--- src/rtl/qenc_pkg.sv ---
package qenc_pkg;

    // Mode word; bit 0 is the LSB of cfg_wdata.
    typedef struct packed {
        logic mask_low;   // bit 4: qualifier enables when low
        logic mask_en;    // bit 3: qualifier in use
        logic idx_rise;   // bit 2: rising index edge
        logic filt_long;  // bit 1: long hold filter
        logic step_dir;   // bit 0: step/direction decoding
    } qenc_cfg_t;

    localparam int CFG_W = $bits(qenc_cfg_t);

    localparam qenc_cfg_t CFG_RESET = '{
        mask_low:  1'b0,
        mask_en:   1'b0,
        idx_rise:  1'b0,
        filt_long: 1'b1,
        step_dir:  1'b0
    };

    typedef enum logic [1:0] {
        MOVE_NONE = 2'b00,
        MOVE_UP   = 2'b01,
        MOVE_DOWN = 2'b10
    } move_e;

    // {A,B} old and new; A leading B counts up.
    function automatic move_e quad_move(input logic [1:0] prev, input logic [1:0] cur);
        move_e m;
        case ({prev, cur})
            4'b00_10, 4'b10_11, 4'b11_01, 4'b01_00: m = MOVE_UP;
            4'b10_00, 4'b11_10, 4'b01_11, 4'b00_01: m = MOVE_DOWN;
            default:                                m = MOVE_NONE;
        endcase
        return m;
    endfunction

endpackage

--- src/rtl/qenc_sync.sv ---
module qenc_sync #(
    parameter int W = 4
) (
    input  logic         clk,
    input  logic         rst,
    input  logic [W-1:0] d_async,
    output logic [W-1:0] d_sync
);
    logic [W-1:0] stage1;

    always_ff @(posedge clk) begin
        if (rst) begin
            stage1 <= '0;
            d_sync <= '0;
        end else begin
            stage1 <= d_async;
            d_sync <= stage1;
        end
    end
endmodule

--- src/rtl/qenc_filter.sv ---
module qenc_filter #(
    parameter int LONG_HOLD  = 15,
    parameter int SHORT_HOLD = 3
) (
    input  logic clk,
    input  logic rst,
    input  logic long_sel,
    input  logic din,
    output logic dout
);
    localparam int CW = $clog2(LONG_HOLD + 1);

    logic [CW-1:0] run;
    logic [CW-1:0] limit;

    assign limit = long_sel ? CW'(LONG_HOLD - 1) : CW'(SHORT_HOLD - 1);

    always_ff @(posedge clk) begin
        if (rst) begin
            run  <= '0;
            dout <= 1'b0;
        end else if (din == dout) begin
            run <= '0;
        end else if (run >= limit) begin
            dout <= din;
            run  <= '0;
        end else begin
            run <= run + 1'b1;
        end
    end
endmodule

--- src/rtl/qenc_decode.sv ---
module qenc_decode
    import qenc_pkg::*;
(
    input  logic  clk,
    input  logic  rst,
    input  logic  step_dir,
    input  logic  a,
    input  logic  b,
    output move_e move
);
    logic prev_a;
    logic prev_b;

    always_ff @(posedge clk) begin
        if (rst) begin
            prev_a <= 1'b0;
            prev_b <= 1'b0;
        end else begin
            prev_a <= a;
            prev_b <= b;
        end
    end

    always_comb begin
        if (step_dir) begin
            if (a && !prev_a) move = b ? MOVE_UP : MOVE_DOWN;
            else              move = MOVE_NONE;
        end else begin
            move = quad_move({prev_a, prev_b}, {a, b});
        end
    end
endmodule

--- src/rtl/qenc_index.sv ---
module qenc_index (
    input  logic clk,
    input  logic rst,
    input  logic idx,
    input  logic mask,
    input  logic idx_rise,
    input  logic mask_en,
    input  logic mask_low,
    input  logic arm_req,
    output logic hit,
    output logic armed
);
    logic prev_idx;
    logic edge_seen;
    logic qualified;

    always_ff @(posedge clk) begin
        if (rst) prev_idx <= 1'b0;
        else     prev_idx <= idx;
    end

    assign edge_seen = idx_rise ? (idx && !prev_idx) : (!idx && prev_idx);
    assign qualified = !mask_en || (mask != mask_low);
    assign hit       = edge_seen && qualified && armed;

    always_ff @(posedge clk) begin
        if (rst)          armed <= 1'b0;
        else if (hit)     armed <= 1'b0;
        else if (arm_req) armed <= 1'b1;
    end
endmodule

--- src/rtl/qenc_counter.sv ---
module qenc_counter
    import qenc_pkg::*;
#(
    parameter int CNT_W      = 32,
    parameter int LONG_HOLD  = 15,
    parameter int SHORT_HOLD = 3
) (
    input  logic             clk,
    input  logic             rst,
    input  logic             in_a,
    input  logic             in_b,
    input  logic             in_idx,
    input  logic             in_idx_mask,
    input  logic             cfg_we,
    input  logic [CFG_W-1:0] cfg_wdata,
    input  logic             idx_arm,
    input  logic             pos_clear,
    output logic             idx_armed,
    output logic [CNT_W-1:0] pos_count,
    output logic [CNT_W-1:0] raw_count
);
    localparam int N_FILT = 3;              // A, B, Index
    localparam int N_SYNC = N_FILT + 1;     // plus the qualifier
    localparam logic [CNT_W-1:0] ONE = CNT_W'(1);

    qenc_cfg_t         cfg;
    logic [N_SYNC-1:0] sync_q;
    logic [N_FILT-1:0] filt_q;
    move_e             move;
    logic              idx_hit;

    always_ff @(posedge clk) begin
        if (rst)         cfg <= CFG_RESET;
        else if (cfg_we) cfg <= qenc_cfg_t'(cfg_wdata);
    end

    qenc_sync #(.W(N_SYNC)) u_sync (
        .clk     (clk),
        .rst     (rst),
        .d_async ({in_idx_mask, in_idx, in_b, in_a}),
        .d_sync  (sync_q)
    );

    for (genvar gi = 0; gi < N_FILT; gi++) begin : g_filt
        qenc_filter #(
            .LONG_HOLD  (LONG_HOLD),
            .SHORT_HOLD (SHORT_HOLD)
        ) u_filt (
            .clk      (clk),
            .rst      (rst),
            .long_sel (cfg.filt_long),
            .din      (sync_q[gi]),
            .dout     (filt_q[gi])
        );
    end

    qenc_decode u_decode (
        .clk      (clk),
        .rst      (rst),
        .step_dir (cfg.step_dir),
        .a        (filt_q[0]),
        .b        (filt_q[1]),
        .move     (move)
    );

    qenc_index u_index (
        .clk      (clk),
        .rst      (rst),
        .idx      (filt_q[2]),
        .mask     (sync_q[3]),
        .idx_rise (cfg.idx_rise),
        .mask_en  (cfg.mask_en),
        .mask_low (cfg.mask_low),
        .arm_req  (idx_arm),
        .hit      (idx_hit),
        .armed    (idx_armed)
    );

    always_ff @(posedge clk) begin
        if (rst) begin
            raw_count <= '0;
            pos_count <= '0;
        end else begin
            case (move)
                MOVE_UP:   raw_count <= raw_count + ONE;
                MOVE_DOWN: raw_count <= raw_count - ONE;
                default:   raw_count <= raw_count;
            endcase
            if (pos_clear || idx_hit) begin
                pos_count <= '0;
            end else begin
                case (move)
                    MOVE_UP:   pos_count <= pos_count + ONE;
                    MOVE_DOWN: pos_count <= pos_count - ONE;
                    default:   pos_count <= pos_count;
                endcase
            end
        end
    end
endmodule

--- config.mk ---
export PLATFORM = sky130hd
export DESIGN_NAME = qenc_counter
export DESIGN_NICKNAME = d
export VERILOG_FILES = /design/src/rtl/qenc_pkg.sv /design/src/rtl/qenc_sync.sv /design/src/rtl/qenc_filter.sv /design/src/rtl/qenc_decode.sv /design/src/rtl/qenc_index.sv /design/src/rtl/qenc_counter.sv
export SDC_FILE = /design/constraint.sdc
export NUM_CORES = 1
export LEC_CHECK = 0
export ABC_CLOCK_PERIOD_IN_PS = 4600
export BUFFER_PORTS_ARGS = -buffer_cell sky130_fd_sc_hd__buf_2
export CORE_MARGIN = 10
export CORE_UTILIZATION = 40
export DETAILED_ROUTE_END_ITERATION = 8
export PLACE_DENSITY_LB_ADDON = 0.2
export SYNTH_ARGS = -nofsm -noshare
export SYNTH_HDL_FRONTEND = slang
export SYNTH_SLANG_ARGS = --single-unit
export TNS_END_PERCENT = 5
--- constraint.sdc ---
create_clock -name clk -period 4.6 [get_ports clk]
set_clock_uncertainty 0.05 [all_clocks]
set_input_delay 0.23 -clock clk [delete_from_list [all_inputs] [get_ports clk]]
set_output_delay 0.23 -clock clk [all_outputs]
set_load 0.02 [all_outputs]
; ---- Yosys cells after proc, flatten, opt, wreduce, memory -nomap -nowiden
; Memories as Yosys holds them, arrays and structs flattened.
; Index checks and enable logic that the tools add are counted.
[totals]
n_memories = 1
rom_bits = 32
register_bits = 96
wordCells = 66
input_bits = 14
[op_classes]
addsub = 7
n_reduce_logical = 20
magnitude_cmp = 3
eq_ne = 6
n_bitwise = 3
mux = 7
[memory_table]
columns = name, words, word_bits, read_ports, rd_clocked_by_memory_dff, write_ports, line
row1 = (no name shown), 16, 2, 1, 0, 0, qenc_pkg.sv:31  ; case ({prev, cur})
[op_table]
columns = operator, count
row1 = case mux 32 bit (2 select lines), 2
row2 = adder 32 x 1 -> 32 bit (second input constant), 2
row3 = subtractor 32 x 1 -> 32 bit (second input constant), 2
row4 = adder 4 x 1 -> 4 bit (second input constant), 3
row5 = greater-or-equal comparator 4 bit, 3
row6 = OR reduction 3 bit, 3
row7 = 2-to-1 mux 2 bit, 3
row8 = AND reduction 2 bit, 3
row9 = logical AND 1 bit, 5
row10 = zero test 1 bit, 4
row11 = 2-to-1 mux 4 bit, 1
row12 = OR reduction 2 bit, 2
row13 = == test 1 bit, 3
row14 = NOT 1 bit, 3
row15 = == test 2 x 1 -> 1 bit (second input constant), 1
row16 = == test 2 bit (second input constant), 1
row17 = logical OR 1 bit, 2
row18 = nonzero test 2 bit, 1
row19 = 2-to-1 mux 1 bit, 1
row20 = inequality test 1 bit, 1

; ---- Depth between registers and ports, before layout
; Gate-level depths: netlist of the first run.
[depth]
ltp_word = 7
ltp_mapped = 21
ltp_nobuf = 13

; ---- Modules after synthesis
; From an unflattened synthesis of the first run, not the netlist that was laid out.
[hier_totals]
hier_cells = 1051
area_unflattened_um2 = 7875.1
[by_module_without_submodules]
columns = mod, seq_area_each_um2, cells_each, area_each_um2, instances
row1 = qenc_counter, 1381.3, 939, 6673.9, 1
row2 = qenc_filter, 100.1, 25, 260.2, 3
row3 = qenc_sync, 160.2, 16, 210.2, 1
row4 = qenc_decode, 40.0, 11, 111.4, 1
row5 = qenc_index, 40.0, 10, 98.8, 1

; ---- Least setup slack after synthesis of the first run
; OpenSTA, ideal clock, no wires.
[synth_timing]
kind = flip-flop to flip-flop
startpoint = reg g_filt[1].u_filt.dout
endpoint = reg raw_count[28]
stages_incl_launch_ff = 22
setup_ps = 123
period_less_slack_ps = 4667
arrival_time_ps = 4494
setup_slack_ps = -67
required_ps = 4427
path_buffers = 8
cell_sequence = dfxtp_1 xor2_1 nand2_1 o32ai_1 ha_1 buf_6 buf_8 buf_2 buf_2 buf_2 buf_2 buf_2 buf_2 xor2_1 ha_1 or3_1 a21oi_2 o32ai_2 o2111a_1 o211a_1 a2111oi_2 mux2_1
[synth_between]
elab_chain_len = 5
[synth_rtl]
columns = element, line
row1 = "start, declared", qenc_filter.sv:9  ; output logic dout
row2 = "start signal, assigned", qenc_filter.sv:25  ; dout <= din;
row3 = "parallel branches: the longest is 2 deep, another holds memory read (16 x 2 bit)", --
row4 = 2-to-1 mux 2 bit (*), qenc_decode.sv:25  ; if (step_dir) begin
row5 = == test 2 bit / == test 2 x 1 -> 1 bit (equally long branches), qenc_counter.sv:84  ; case (move)
row6 = case mux 32 bit (2 select lines) / nonzero test 2 bit (equally long branches), --
row7 = "end signal, assigned", qenc_counter.sv:85  ; MOVE_UP: raw_count <= raw_count + ONE;
row8 = "end signal, assigned", qenc_counter.sv:86  ; MOVE_DOWN: raw_count <= raw_count - ONE;
row9 = "end signal, assigned", qenc_counter.sv:87  ; default: raw_count <= raw_count;
row10 = "end, declared", qenc_counter.sv:20  ; output logic [CNT_W-1:0] raw_count
; Mark *: on every way between the ends.
; A chain may end at the register's enable or synchronous reset.

; ---- Worst setup path in the final report of the first run
[layout_timing]
startpoint = reg g_filt[0].u_filt.dout
endpoint = reg pos_count[30]
[layout_between]
elab_chain_len = 5
[layout_rtl]
columns = element, line
row1 = "start, declared", qenc_filter.sv:9
row2 = "start signal, assigned", qenc_filter.sv:25
row3 = "parallel branches: the longest is 2 deep, another holds memory read (16 x 2 bit)", --
row4 = 2-to-1 mux 2 bit (*), qenc_decode.sv:25
row5 = == test 2 bit / == test 2 x 1 -> 1 bit (equally long branches), qenc_counter.sv:92  ; case (move)
row6 = case mux 32 bit (2 select lines) / nonzero test 2 bit (equally long branches), --
row7 = "end signal, assigned", qenc_counter.sv:93  ; MOVE_UP: pos_count <= pos_count + ONE;
row8 = "end signal, assigned", qenc_counter.sv:94  ; MOVE_DOWN: pos_count <= pos_count - ONE;
row9 = "end signal, assigned", qenc_counter.sv:95  ; default: pos_count <= pos_count;
row10 = "end, declared", qenc_counter.sv:19  ; output logic [CNT_W-1:0] pos_count,
; Marks and branches as above.

==> flow_summary.toml, run 1 <==
[status]
status = "complete, no violations"

[worst_setup_path]
timing.rr.end = "pos_count[30]"
critPathLaunchType = "flip-flop"
crit_arrival_ps = 4440
crit_top_cell = "o32ai_1"
critPathCaptureType = "flip-flop"
r2r_start = "g_filt[0].u_filt.dout"
endpoint = "pos_count[30]"
cpPeakStageDelay_ps = 900
path_cells = "nand2_1, o32ai_1, ha_4, xor2_1, ha_1, a21boi_0, o22ai_1, o32ai_1, o2111ai_1, o21ai_0, a211o_1, nand3_1"
crit_type = "reg2reg"
cp.required_ps = 4800
crit_start = "g_filt[0].u_filt.dout"
reg2reg_depth = 12
crit_slowest_cell = "o32ai_1"
reg2reg_slack_ps = 360
cp_max_fo = 36

[power]
share_seq_of_total_power_pct = 48.6
p_leak_nw = 3.258
p_switching_mw = 0.4366
p_comb_share_pct = 2.9
switching_share_pct = 25.19
power_mw = 1.733
irDropWorstVdd_mv = 0.1891
powerDensity_nw_per_um2 = 194.7
clock_power_share_pct = 48.5
p_int_mw = 1.297

[synthesis]
synthMuxAreaShare_pct = 5.726
yosysMostFrequentCell = "nor2_1"
synth_edf_count = 0
postSynthCellCount = 1085
synth.yosys.seq_area_share_pct = 23.58
synth-compound-area-share_pct = 29.83
synth_top_area_share_pct = 23.58
synthesis.area_per_instance_um2 = 7.512
synth_area_um2 = 8150
synth_top_area_cell = "dfxtp_1"
ys_ff_latch = 96
synthDistinctLibCells = 93
synth_nets = 1116
ys.flop_type = "dfxtp_1"
yosys-top-cells-count = "97 x nor2_1, 96 x dfxtp_1, 92 x o21ai_0"
yosys.area_share.xor_xnor_pct = 5.051
synth_warnings = 0
synth-async-reset-ratio_pct = 0
synth.area.top_cells = "dfxtp_1 24%, o21ai_0 5.6%, nor2_1 4.5%, xnor2_1 4.2%, mux2i_1 3.9%"
synth-simple-area-share_pct = 26.39
synthAdderAreaFrac_pct = 2.610
synth_top_family_by_area = "compound AO/OA/AOI/OAI gates"

[timing]
fin_crit_ps = 4241
setup_viol = 0
maxClockFrequency_mhz = 235.8
fin_tns_setup_ps = 0
fin_crit_sh_pct = 92.20
hold_violations = 0
layout_setup_ws_ps = 359.0
slew_viol_final = 0
slew_headroom_pct = 33.67
rsz0062_at_grt = "no"
worst_slew_pin_slew_ps = 991.9
hold_slack_ps = 25.72

[flow_run]
maxCapViolations = 0

[clock_tree]
cts_buffers = 9
cts_tree = "done"
insertion_delay_ps = 360
max-clock-path-buffers = 2
htreeDepth = 3
clk_pin_slew_worst_paths_ps = 80
clock_sinks = 96
cts-root-buf = "clkbuf_16"
post-cts-setup-buffers = 0

[floorplan]
die_h_um = 162.7
num_io_pins = 79
core_um2 = 20170
dieArea_um2 = 26490
start_util_pct = 40.41
num_rows = 52
dieWidth_um = 162.7

[routing]
vias = 8124
routed_wl_um = 24250
route.detailed.drc = 0
post_drt_wl_per_cell_um = 17.90
drtIter0Drc = 723
detail-route-antenna-nets = 0
drt-vias-per-instance = 5.996
drt_pass1_iterations = 5

[global_route]
grt_pass1_vias = 7327
antenna_found_initial = 0
grt_pass1_wl_um = 39300
grt_max_degree = 79
grt_overflow_total = 0
grt_use_total_pct = 17.73

[placement]
port_buffers = 78
dp.cells = 1339
dp_hpwl_um = 16790
place_ws_ps = 471.2
routabilityCongestion = 0.8496
postPlaceCellArea_um2 = 8576

[cells_and_area]
n_antenna_cell = 0
nets = 1111
drive_above_1_share_pct = 13.27
utilization_pct = 44.15
final_area_um2 = 8905
final_cells = 1355
area_growth_pct = 9.257

[min_path]
hold_class = "in2reg"
-- routing by layer --
metal	part of all wire [%]	wire length, um	global-route usage [%]	vias to the layer above
met2	47	11500	29.17	241
met1	46	11170	23.45	3852
met3	5.8	1398	3.589	15
met5	0	0	0	-
met4	0.75	181	3.689	0
li1	-	-	-	4016
-- layout make-up --
| class | count | area [um^2] |
|---|---|---|
| fill | 2071 | 11260 |
| sequential | 96 | 1922 |
| clock buffer | 9 | 225.2 |
| timing repair buffer | 93 | 528.0 |
| multi-input combinational | 858 | 5712 |
| clock inverter | 7 | 97.59 |
| inverter | 22 | 82.58 |
| tap | 270 | 337.8 |
-- sequential cells by signal (all words and copies together), names as in the netlist --
name,flops
u_decode.prev_a,1
g_filt.u_filt.run,12
u_index.prev_idx,1
u_sync.stage1,4
pos_count,32
u_decode.prev_b,1
g_filt.u_filt.dout,3
u_sync.d_sync,4
raw_count,32
cfg,5
u_index.armed,1
-- worst max-delay path, delay by kind of cell, from the launching register on --
kind	cells	cell delay, ps
xor gates and xnor gates	1	190
adders and majority gates	2	690
AOI/OAI and AO/OA	7	2590
and+or+nand+nor	2	170
DFF	1	430
-- power groups by stage --
stage | logic [mW] | registers [mW] | clock network (mW)
after global routing | 0.0572 | 0.843 | 0.900
final | 0.0510 | 0.842 | 0.840
after CTS | 0.0518 | 0.842 | 0.869
after detailed placement | 0.0516 | 0.862 | 0
after floorplan | 0.0339 | 0.861 | 0
after global placement | 0.0509 | 0.862 | 0
-- repair_timing --
| action | CTS | global route |
|---|---|---|
| gates resized for setup | 0 | 1 |
| endpoints found under the hold margin | 0 | 0 |
| endpoints found under the setup margin | 0 | 1 |
| hold buffers | 0 | 0 |
-- cell families after synthesis --
| group | Yosys count |
|---|---|
| buffers and inverters | 131 |
| AO/OA/AOI/OAI | 351 |
| multiplexers | 45 |
| AND/OR/NAND/NOR | 398 |
| flip-flops | 96 |
| XOR/XNOR | 47 |
| adder cells (fa/ha/maj) | 17 |
-- cells in the final DEF (no fill, tap or decap), types with 29 or more instances in the layout --
cell type and n:
xnor2_1 39, dfxtp_1 96, nand2_1 64, a21oi_1 57, buf_2 78, nor3_1 29
o21ai_0 92, or3_1 38, nor2_1 97, mux2i_1 32, nor2b_1 32
-- worst min path at each step --
stage | startpoint | endpoint | slack, ps | cells past startpoint
finish | in_a | u_sync.stage1[0] | 30 | 2
global route | in_a | u_sync.stage1[0] | 40 | 2
CTS | in_a | u_sync.stage1[0] | 20 | 2
detailed placement | u_sync.stage1[3] | u_sync.d_sync[3] | 370 | 1
global placement | u_sync.stage1[3] | u_sync.d_sync[3] | 360 | 1
floorplan | in_a | u_sync.stage1[0] | 310 | 1
No activity file was read; power rests on OpenSTA's default activity.
==> run 2, diff against run 1 <==
ABC_AREA = 1   (was unset)
==> flow_summary.toml, run 2 <==
[status]
status = "complete, no violations"

[routing]
routed_wl_um = 26480
detail-route-antenna-nets = 0
post_drt_wl_per_cell_um = 13.36
drtIter0Drc = 688
route.detailed.drc = 0
drt-vias-per-instance = 4.810
vias = 9529
drt_pass1_iterations = 6

[cells_and_area]
register_area_um2 = 1922
layout_commonest_cell = "nand2_1"
top_regs = "pos_count x32, raw_count x32, g_filt.u_filt.run x12"
area_growth_pct = 10.28
nets = 1727
final_cell_mix = "575 x nand2_1, 322 x inv_1, 193 x nor2_1"
final_area_um2 = 9653
fillerInstances = 2468
final_cells = 1981
multi_input_area_um2 = 5366
n_antenna_cell = 0
drive_above_1_share_pct = 8.701

[flow_run]
maxCapViolations = 0

[power]
irDropWorstVdd_mv = 0.1707
power_mw = 1.738
powerDensity_nw_per_um2 = 180.0
p_leak_nw = 5.535

[timing]
slew_viol_final = 0
maxClockFrequency_mhz = 274.7
worst_slew_pin_slew_ps = 1078
hold_violations = 0
fin_crit_ps = 3640
slew_headroom_pct = 28.03
setup_viol = 0
fin_tns_setup_ps = 0
rsz0062_at_grt = "no"
fin_crit_sh_pct = 79.14

[synthesis]
synthDistinctLibCells = 37
synth-async-reset-ratio_pct = 0
yosys-top-cells-count = "575 x nand2_1, 322 x inv_1, 193 x nor2_1"
synthesis.area_per_instance_um2 = 5.324
synth_area_um2 = 8753
synth.yosys.seq_area_share_pct = 21.96
synth.area.top_cells = "nand2_1 25%, dfxtp_1 22%, inv_1 14%, nor2_1 8.3%, a21oi_1 7.9%"
synth_top_area_cell = "nand2_1"
postSynthCellCount = 1644
ys_ff_latch = 96
ys.flop_type = "dfxtp_1"
synth_warnings = 0
synth_edf_count = 0
synth_nets = 1675
synth_top_area_share_pct = 24.66
yosysMostFrequentCell = "nand2_1"

[clock_tree]
max-clock-path-buffers = 2
hold_buffers = 0
htreeDepth = 3
cts.repair.resized = 0
insertion_delay_ps = 370
cts-root-buf = "clkbuf_16"
cts_buffers = 9
clk_pin_slew_worst_paths_ps = 90
cts_tree = "done"
post-cts-setup-buffers = 0
clock_sinks = 96

[floorplan]
start_util_pct = 40.36
dieArea_um2 = 28200
dieWidth_um = 167.9
die_h_um = 167.9
num_rows = 54
num_io_pins = 79
core_um2 = 21690

[worst_setup_path]
cp.required_ps = 4820
crit_type = "reg2reg"
cp_max_fo = 35
crit_arrival_ps = 3860
critPathLaunchType = "flip-flop"
critPathCaptureType = "flip-flop"
reg2reg_slack_ps = 960

[placement]
postPlaceCellArea_um2 = 9333
port_buffers = 78
dp.cells = 1965
dp_hpwl_um = 20350
routabilityCongestion = 0.9261

[global_route]
grt_pass1_vias = 8838
grt_max_degree = 86
grt_pass1_wl_um = 43860
grt_use_total_pct = 18.47
antenna_found_initial = 0
grt_overflow_total = 0

[min_path]
hold_class = "in2reg"
==> run 2: logic make-up (layout without fill, tap and decap cells) <==
| logic type | after synthesis | after routing | share of synthesized area, % |
|---|---|---|---|
| flip-flops | 96 | 96 | 21.96 |
| XOR/XNOR | 46 | 46 | 4.774 |
| buffers and inverters | 373 | 430 | 16.91 |
| AO/OA/AOI/OAI | 201 | 201 | 11.91 |
| adder cells (fa/ha/maj) | 17 | 17 | 2.430 |
| AND/OR/NAND/NOR | 911 | 911 | 42.02 |
==> run 2: power by group <==
part / leakage [nW] / switching [mW] / total [mW] / internal [mW]
clock network: 0.159 / 0.393 / 0.846 / 0.453
logic: 4.60 / 0.0326 / 0.0474 / 0.0148
registers: 0.777 / 0.00548 / 0.844 / 0.839
total: 5.54 / 0.431 / 1.74 / 1.31
==> run 2: layout make-up <==
class / count / area share [%]
inverters: 328 / 12.75
clock buffers: 10 / 2.476
well taps: 280 / 3.629
clock inverters: 6 / 0.8425
flip-flops and latches: 96 / 19.91
repair buffers: 86 / 4.796
multi-input cells: 1175 / 55.59
==> run 2: stage by stage <==
step | util, % | setup WS [ps] | hold WS (ps)
3_3_place_gp | 43.03 | 1036 | 348.1
3_5_place_dp | 43.03 | 989.0 | 348.4
2_1_floorplan | - | 1900 | 287.0
6_report | 44.51 | 959.6 | 21.02
5_1_grt | 44.51 | 558.9 | 30.14
4_1_cts | 44.51 | 977.4 | 15.84
==> run 2: per-layer routing <==
layer	up-vias	global-route usage (%)	part of all wire, %
li1	5045	-	-
met1	4226	25.60	49
met2	235	29.18	43
met3	23	3.027	6.1
met4	0	4.315	1.2
met5	-	0	0
==> run 2: critical path, cell delays in order, from the launching register on <==
cell and delay (ps):
dfxtp_1 400, nand2_1 110, o32ai_1 460, ha_4 510
inv_2 270, buf_4 320, nand2_1 110, nand2_1 50
inv_1 130, nand2_1 100, nor2_1 230, and2_1 170
nand2_1 50, nand2_1 140, nand2_1 120, nand3_1 100
nand3_1 80, nand2_1 100, inv_1 40
==> run 2: path summary, 6_finish.rpt <==
kind,start,cells after the start,end
setup / recovery,cfg[0],18,raw_count[22]
hold / removal,in_b,3,u_sync.stage1[1]
setup reg to reg,cfg[0],18,raw_count[22]
hold reg to reg,u_sync.stage1[2],2,u_sync.d_sync[2]
